<file path="src/rtl/rxr_pkg.sv">
package rxr_pkg;

    typedef enum logic [3:0] {
        ST_IDLE,
        ST_RD0,
        ST_RD1,
        ST_RDW,
        ST_DATA,
        ST_WB,
        ST_DROP,
        ST_CHK,
        ST_CHKW
    } rxr_state_e;

    localparam int FL_EMPTY   = 15;
    localparam int FL_WRAP    = 13;
    localparam int FL_LAST    = 11;
    localparam int FL_LENERR  = 5;
    localparam int FL_TRUNC   = 0;
    localparam int DESC_BYTES = 8;
    localparam logic [15:0] MBS_MASK = 16'h3FF0;

    function automatic logic [31:0] crc32_step(input logic [31:0] c, input logic [7:0] b);
        logic [31:0] r;
        r = c;
        for (int i = 0; i < 8; i++) begin
            if (r[0] ^ b[i]) r = (r >> 1) ^ 32'hEDB88320;
            else             r = r >> 1;
        end
        return r;
    endfunction

endpackage

</file>
<file path="src/rtl/rxr_crc32.sv">
module rxr_crc32 (
    input  logic        clk,
    input  logic        rst_n,
    input  logic        clr,
    input  logic        en,
    input  logic [7:0]  din,
    output logic [31:0] crc_val
);
    import rxr_pkg::*;

    logic [31:0] crc_d, crc_q;

    always_comb begin
        crc_d = crc_q;
        if (clr)     crc_d = 32'hFFFF_FFFF;
        else if (en) crc_d = crc32_step(crc_q, din);
    end

    always_ff @(posedge clk or negedge rst_n) begin
        if (!rst_n) crc_q <= 32'hFFFF_FFFF;
        else        crc_q <= crc_d;
    end

    assign crc_val = ~crc_q;

    // a clear leaves the accumulator at its seed value
    p_crc_seed_r3: assert property (@(posedge clk) disable iff (!rst_n)
        clr |=> (crc_q == 32'hFFFF_FFFF));

endmodule

</file>
<file path="src/rtl/rxr_ring_ptr.sv">
module rxr_ring_ptr #(
    parameter int AW   = 32,
    parameter int STEP = 8
) (
    input  logic          clk,
    input  logic          rst_n,
    input  logic          init,
    input  logic [AW-1:0] base,
    input  logic          adv,
    input  logic          wrap,
    output logic [AW-1:0] ptr
);
    logic [AW-1:0] ptr_d, ptr_q;

    always_comb begin
        ptr_d = ptr_q;
        if (init)      ptr_d = base;
        else if (adv)  ptr_d = wrap ? base : ptr_q + AW'(STEP);
    end

    always_ff @(posedge clk or negedge rst_n) begin
        if (!rst_n) ptr_q <= '0;
        else        ptr_q <= ptr_d;
    end

    assign ptr = ptr_q;

    // an advance lands either on the base or one descriptor further
    p_ptr_step_r10: assert property (@(posedge clk) disable iff (!rst_n)
        (adv && !init) |=> ((ptr_q == $past(base)) || (ptr_q == $past(ptr_q) + AW'(STEP))));

    // without advance or init the pointer does not move
    p_ptr_hold_r11: assert property (@(posedge clk) disable iff (!rst_n)
        (!adv && !init) |=> $stable(ptr_q));

endmodule

</file>
<file path="src/rtl/rxr_engine.sv">
module rxr_engine #(
    parameter int AW        = 32,
    parameter int MAX_FRAME = 2048
) (
    input  logic          clk,
    input  logic          rst_n,
    input  logic          in_valid,
    input  logic [7:0]    in_data,
    input  logic          in_last,
    output logic          in_ready,
    output logic          mem_req,
    output logic          mem_we,
    output logic [3:0]    mem_be,
    output logic [AW-1:0] mem_addr,
    output logic [31:0]   mem_wdata,
    input  logic [31:0]   mem_rdata,
    input  logic [15:0]   max_buf_cfg,
    input  logic [15:0]   frame_limit,
    input  logic [AW-1:0] ring_base,
    input  logic          ring_init,
    input  logic          rx_kick,
    output logic          rx_active,
    output logic          ev_buf,
    output logic          ev_frame
);
    import rxr_pkg::*;

    localparam int CW          = $clog2(MAX_FRAME + 1);
    localparam int PAYLOAD_CAP = MAX_FRAME - 4;

    typedef struct packed {
        rxr_state_e    st;
        logic [15:0]   fl;
        logic [AW-1:0] ba;
        logic [15:0]   blen;
        logic [CW-1:0] tot;
        logic          crcph;
        logic [1:0]    cidx;
        logic          indone;
        logic          tr;
        logic          fin;
        logic          act;
    } ctl_t;

    ctl_t s_d, s_q;

    logic [AW-1:0] ptr;
    logic          ptr_adv;
    logic          ptr_wrap;
    logic          crc_clr;
    logic          crc_en;
    logic [31:0]   crc_val;
    logic [15:0]   mbs_eff;
    logic          byte_wr;
    logic [7:0]    wr_byte;
    logic          fin_now;
    logic          lenerr;
    logic [15:0]   wb_flags;
    logic [AW-1:0] byte_addr;

    rxr_crc32 i_crc (
        .clk     (clk),
        .rst_n   (rst_n),
        .clr     (crc_clr),
        .en      (crc_en),
        .din     (in_data),
        .crc_val (crc_val)
    );

    rxr_ring_ptr #(.AW(AW), .STEP(DESC_BYTES)) i_ptr (
        .clk   (clk),
        .rst_n (rst_n),
        .init  (ring_init),
        .base  (ring_base),
        .adv   (ptr_adv),
        .wrap  (ptr_wrap),
        .ptr   (ptr)
    );

    assign mbs_eff   = max_buf_cfg & MBS_MASK;
    assign byte_addr = s_q.ba + AW'(s_q.blen);
    assign lenerr    = s_q.tr || (32'(s_q.tot) > 32'(frame_limit));

    always_comb begin
        wb_flags = s_q.fl & ~(16'h1 << FL_EMPTY);
        if (s_q.fin) begin
            wb_flags[FL_LAST]   = 1'b1;
            wb_flags[FL_LENERR] = lenerr;
            wb_flags[FL_TRUNC]  = s_q.tr;
        end
    end

    always_comb begin
        s_d       = s_q;
        in_ready  = 1'b0;
        mem_req   = 1'b0;
        mem_we    = 1'b0;
        mem_be    = 4'h0;
        mem_addr  = ptr;
        mem_wdata = 32'h0;
        ev_buf    = 1'b0;
        ev_frame  = 1'b0;
        ptr_adv   = 1'b0;
        ptr_wrap  = 1'b0;
        crc_clr   = 1'b0;
        crc_en    = 1'b0;
        byte_wr   = 1'b0;
        wr_byte   = 8'h0;
        fin_now   = 1'b0;

        unique case (s_q.st)
            ST_IDLE: begin
                if (rx_kick && !s_q.act) begin
                    s_d.st = ST_CHK;
                end else if (s_q.act && in_valid) begin
                    s_d.st     = ST_RD0;
                    s_d.tot    = '0;
                    s_d.crcph  = 1'b0;
                    s_d.cidx   = 2'd0;
                    s_d.indone = 1'b0;
                    s_d.tr     = 1'b0;
                    s_d.fin    = 1'b0;
                    crc_clr    = 1'b1;
                end
            end
            ST_RD0: begin
                mem_req  = 1'b1;
                mem_addr = ptr;
                s_d.st   = ST_RD1;
            end
            ST_RD1: begin
                s_d.fl   = mem_rdata[31:16];
                s_d.blen = 16'd0;
                if (!mem_rdata[16 + FL_EMPTY]) begin
                    s_d.st = s_q.indone ? ST_CHK : ST_DROP;
                end else begin
                    mem_req  = 1'b1;
                    mem_addr = ptr + AW'(4);
                    s_d.st   = ST_RDW;
                end
            end
            ST_RDW: begin
                s_d.ba = mem_rdata[AW-1:0];
                s_d.st = ST_DATA;
            end
            ST_DATA: begin
                if (!s_q.crcph) begin
                    in_ready = 1'b1;
                    if (in_valid) begin
                        crc_en = 1'b1;
                        if (int'(s_q.tot) < PAYLOAD_CAP) begin
                            byte_wr = 1'b1;
                            wr_byte = in_data;
                        end else begin
                            s_d.tr = 1'b1;
                        end
                        if (in_last) begin
                            s_d.crcph  = 1'b1;
                            s_d.indone = 1'b1;
                        end
                    end
                end else begin
                    byte_wr = 1'b1;
                    case (s_q.cidx)
                        2'd0:    wr_byte = crc_val[31:24];
                        2'd1:    wr_byte = crc_val[23:16];
                        2'd2:    wr_byte = crc_val[15:8];
                        default: wr_byte = crc_val[7:0];
                    endcase
                    s_d.cidx = s_q.cidx + 2'd1;
                    fin_now  = (s_q.cidx == 2'd3);
                end
                if (byte_wr) begin
                    mem_req   = 1'b1;
                    mem_we    = 1'b1;
                    mem_addr  = byte_addr;
                    mem_be    = 4'b0001 << byte_addr[1:0];
                    mem_wdata = {4{wr_byte}};
                    s_d.blen  = s_q.blen + 16'd1;
                    s_d.tot   = s_q.tot + CW'(1);
                    if (fin_now || ((s_q.blen + 16'd1) == mbs_eff)) begin
                        s_d.st  = ST_WB;
                        s_d.fin = fin_now;
                    end
                end
            end
            ST_WB: begin
                mem_req   = 1'b1;
                mem_we    = 1'b1;
                mem_be    = 4'hF;
                mem_addr  = ptr;
                mem_wdata = {wb_flags, s_q.blen};
                ev_buf    = !s_q.fin;
                ev_frame  = s_q.fin;
                ptr_adv   = 1'b1;
                ptr_wrap  = s_q.fl[FL_WRAP];
                s_d.st    = s_q.fin ? ST_CHK : ST_RD0;
            end
            ST_DROP: begin
                if (s_q.indone) begin
                    s_d.st = ST_CHK;
                end else begin
                    in_ready = 1'b1;
                    if (in_valid && in_last) begin
                        s_d.indone = 1'b1;
                        s_d.st     = ST_CHK;
                    end
                end
            end
            ST_CHK: begin
                mem_req  = 1'b1;
                mem_addr = ptr;
                s_d.st   = ST_CHKW;
            end
            ST_CHKW: begin
                s_d.act = mem_rdata[16 + FL_EMPTY];
                s_d.st  = ST_IDLE;
            end
            default: s_d.st = ST_IDLE;
        endcase

        if (ring_init) s_d.act = 1'b0;
    end

    always_ff @(posedge clk or negedge rst_n) begin
        if (!rst_n) begin
            s_q <= '{st: ST_IDLE, fl: '0, ba: '0, blen: '0, tot: '0, crcph: 1'b0,
                     cidx: '0, indone: 1'b0, tr: 1'b0, fin: 1'b0, act: 1'b0};
        end else begin
            s_q <= s_d;
        end
    end

    assign rx_active = s_q.act;

    // a buffer never holds more than the masked maximum size
    p_buf_bound_r4: assert property (@(posedge clk) disable iff (!rst_n)
        (s_q.st == ST_DATA) |-> (s_q.blen < mbs_eff));

    // the stored byte count never passes the frame cap
    p_total_cap_r6: assert property (@(posedge clk) disable iff (!rst_n)
        (32'(s_q.tot) <= 32'(MAX_FRAME)));

    // data writes touch exactly one byte lane
    p_byte_lane_r3: assert property (@(posedge clk) disable iff (!rst_n)
        (mem_req && mem_we && (mem_be != 4'hF)) |-> ($countones(mem_be) == 1));

    // events come only with a descriptor write and never both
    p_event_wb_r9: assert property (@(posedge clk) disable iff (!rst_n)
        (ev_buf || ev_frame) |-> (mem_req && mem_we && (mem_be == 4'hF)));
    p_single_event_r9: assert property (@(posedge clk) disable iff (!rst_n)
        !(ev_buf && ev_frame));

    // no input handshake without an empty descriptor, no access while parked
    p_ready_active_r12: assert property (@(posedge clk) disable iff (!rst_n)
        in_ready |-> rx_active);
    p_idle_quiet_r12: assert property (@(posedge clk) disable iff (!rst_n)
        (!rx_active && (s_q.st == ST_IDLE)) |-> !mem_req);

endmodule

</file>
<file path="config.mk">
export PLATFORM = sky130hd
export DESIGN_NAME = rxr_engine
export DESIGN_NICKNAME = d
export VERILOG_FILES = /design/src/rtl/rxr_pkg.sv /design/src/rtl/rxr_crc32.sv /design/src/rtl/rxr_ring_ptr.sv /design/src/rtl/rxr_engine.sv
export SDC_FILE = /design/constraint.sdc
export NUM_CORES = 1
export LEC_CHECK = 0
export ABC_AREA = 1
export ABC_CLOCK_PERIOD_IN_PS = 5000
export BUFFER_PORTS_ARGS = -buffer_cell sky130_fd_sc_hd__buf_2
export CORE_ASPECT_RATIO = 1.2
export CORE_MARGIN = 1
export CORE_UTILIZATION = 35
export CTS_CLUSTER_DIAMETER = 40
export DETAILED_ROUTE_END_ITERATION = 12
export GPL_TIMING_DRIVEN = 0
export HOLD_SLACK_MARGIN = 0.02
export PLACE_DENSITY = 0.6
export SLEW_MARGIN = 20
export SYNTH_ARGS = -nofsm -noshare
export SYNTH_HDL_FRONTEND = slang
export SYNTH_SLANG_ARGS = --single-unit
</file>
<file path="constraint.sdc">
create_clock -name clk -period 5 [get_ports clk]
set_input_delay 0.25 -clock clk [delete_from_list [all_inputs] [get_ports clk]]
set_output_delay 0.25 -clock clk [all_outputs]
set_load 0.1 [all_outputs]
</file>
==> results.cfg <==
[outcome]
status = finished, final reports clean

[drt]
post_drt_wl_per_cell_um = 19.7
num_vias = 12800
wl_um = 47200
wl_met1_um = 19200
top_layer = met4
postRouteAntennaNets = 0
wl_met3_um = 2470
routed_via_density = 5.32
route.met2.wl_um = 22500
drc = 0
drt_iter0_markers = 979
first_pass_iters = 5

[critical_path]
worstPathCellList = ha_1 > inv_1 > fa_1 > o21ai_1 > nand2_1 > nand2_1 > nand3_1 > nand2_1 > nand3_1 > nand3_1 > nand3_1 > a21oi_1 > buf_2
slowest_delay_ps = 500
timing.rr.start = s_q[86]$_DFFE_PN0P_
critPathLaunchType = flip-flop
worstSetupPathType = flip-flop to output pin
cpLargestDelayFamily = simple AND/OR/NAND/NOR gates
critPathSlowestCell = dfrtp_1
crit_arrival_ps = 3550
cp_max_fo = 7
cpMostUsedCell = nand3_1
cp.required_ps = 4750
critPathBufInv = 2
startpoint = s_q[19]$_DFFE_PN0P_
setup.worst_path.end_class = output pin

[finish]
syn_to_final_growth_pct = 19.2
fin_cells = 2397
multiInputGateArea_mm2 = 0.00706
fin_nets = 2083
final-seq-area_mm2 = 0.00379
final_util_pct = 42.7
antenna_cells = 0
fill_cells = 3493
drive_gt1_share_pct = 18.3

[synthesis]
syn_area_per_cell_um2 = 6.97
synth.area.top_cells = dfrtp_1 (25%), nand2_1 (13%), dfstp_2 (7.0%)
synth_area_mm2 = 0.0119
synth_commonest_cells = nand2_1 (420), inv_1 (206), o21ai_0 (138)
synth_area_leader_cell = dfrtp_1
ys_ff_latch = 150
ys.warnings.count = 0
synth.most_common_cell = nand2_1
synth_flop_cell = dfrtp_1
synthCells = 1715
synth.top_cell.area_share_pct = 24.7
synth_edf_count = 0
async_flop_share_pct = 100
syn_nets = 1864
synth-seq-area-share_pct = 31.7
yosysUniqueCellTypes = 59

[run]
maxCapViolCount = 0

[floorplan]
die_h_um = 204
initial_core_util_pct = 35.8
die_w_um = 171
num_rows = 73
core_mm2 = 0.0333
die_area_mm2 = 0.0349
io_pins = 184

[timing]
rsz0062_at_grt = no
finalCritPeriodShare_pct = 76.0
fmax_mhz = 263
fin_tns_setup_ps = 0
hold_viol = 0
fin_crit_ps = 3800
slew_violations = 0
final.setup_skew_ps = 11.0
setup_viol = 0
tightest_slew_ps = 911
fin_ws_ps = 1200
slew-limit-headroom_pct = 39.2

[global_route]
grt_overflow = 0
grtUsageTotal_pct = 27.5
grt_pass1_vias = 12200
antenna_found_initial = 0
grt_pass1_wl_um = 71000
grt_max_degree = 84

[hold_path]
min_path_type = input pin to flip-flop
min_from = ring_base[4]

[place]
dp_slack_ps = 1710
dpl.cell_count = 2343
io_buffers = 177
routabilityCongestion = 1.01
hpwlAfterDp_um = 37900

[clock_tree]
insertion_delay_ps = 450
clkSlewWorstSetupHoldPaths_ps = 70
root_buffer = clkbuf_16
cts_max_level = 4
cts_resized = 0
cts_buffers = 17
cts_tree = done
clk_path_buf_depth = 2
cts_sinks = 150
==> flip-flops by register name, summed over array words and instances (netlist names) <==
| register | flops |
|---|---|
| s_q | 85 |
| i_ptr.ptr | 32 |
| rx_active | 1 |
| i_crc.crc_q | 32 |
==> worst min-delay path: stages <==
cell	delay [ps]
buf_2	100
nand2_1	50
a31oi_1	70
==> per-layer routing <==
metal / global-route usage (%) / up-vias
li1: - / 6171
met1: 33.1 / 5970
met2: 46.2 / 489
met3: 3.18 / 123
met4: 17.7 / 0
met5: 0 / -
==> per-stage QoR <==
step / cell area [µm²] / hold WS (ps)
6_report: 14200 / 58.1
5_1_grt: 14200 / 52.9
4_1_cts: 14200 / 42.6
3_5_place_dp: 13400 / 323
3_3_place_gp: 13400 / 455
2_1_floorplan: 11900 / -45.6
==> final timing paths <==
kind	endpoint	slack, ps	cells past startpoint
worst max-delay path	mem_addr[30]	1200	13
worst min-delay path	i_ptr.ptr[4]$_DFFE_PN0P_	60	3
worst max register to register	i_ptr.ptr[31]$_DFFE_PN0P_	2610	9
worst min register to register	s_q[45]$_DFFE_PN0P_	480	2
max in group asynchronous	i_crc.crc_q[11]$_DFFE_PN1P_	3730	3
min in group asynchronous	s_q[14]$_DFFE_PN0P_	420	2
==> cells by family after synthesis <==
family                     share of synthesized area, %
xor gates and xnor gates                           7.51
DFF                                                31.7
buffers and inverters                              9.16
and+or+nand+nor                                    29.0
adders and majority gates                          4.15
AOI/OAI and AO/OA                                  18.4
==> placed cells by master (no fill, tap or decap), types with 13 or more instances in the layout <==
master	n
o21ai_0	138
clkbuf_16	17
dlygate4sd3_1	22
inv_1	206
inv_2	23
o211ai_1	20
clkbuf_1	25
nand4_1	28
ha_1	38
nor2_2	13
a21oi_1	98
nand2_1	420
nor3_1	19
o21ai_1	34
o22ai_1	47
nor2_1	125
dfrtp_1	118
dfstp_2	32
xor2_1	59
nand3_1	108
xnor2_1	16
buf_2	192
nand2_2	13
==> final cells by class <==
class | instances | share of cell area [%]
Buffer | 47 | 1.56
Multi-Input combinational cell | 1287 | 49.6
Tap cell | 450 | 3.95
Inverter | 231 | 6.12
Clock inverter | 14 | 1.15
Timing Repair Buffer | 200 | 8.03
Sequential cell | 150 | 26.6
Clock buffer | 18 | 3.01
==> timing repair <==
item | in CTS | in global routing
hold buffers | 22 | 0
hold endpoints to repair | 85 | 0
buffers inserted | 0 | 0
Power is not shown: default switching activity piles up to over one toggle a cycle in this logic, so the estimate is an artifact.
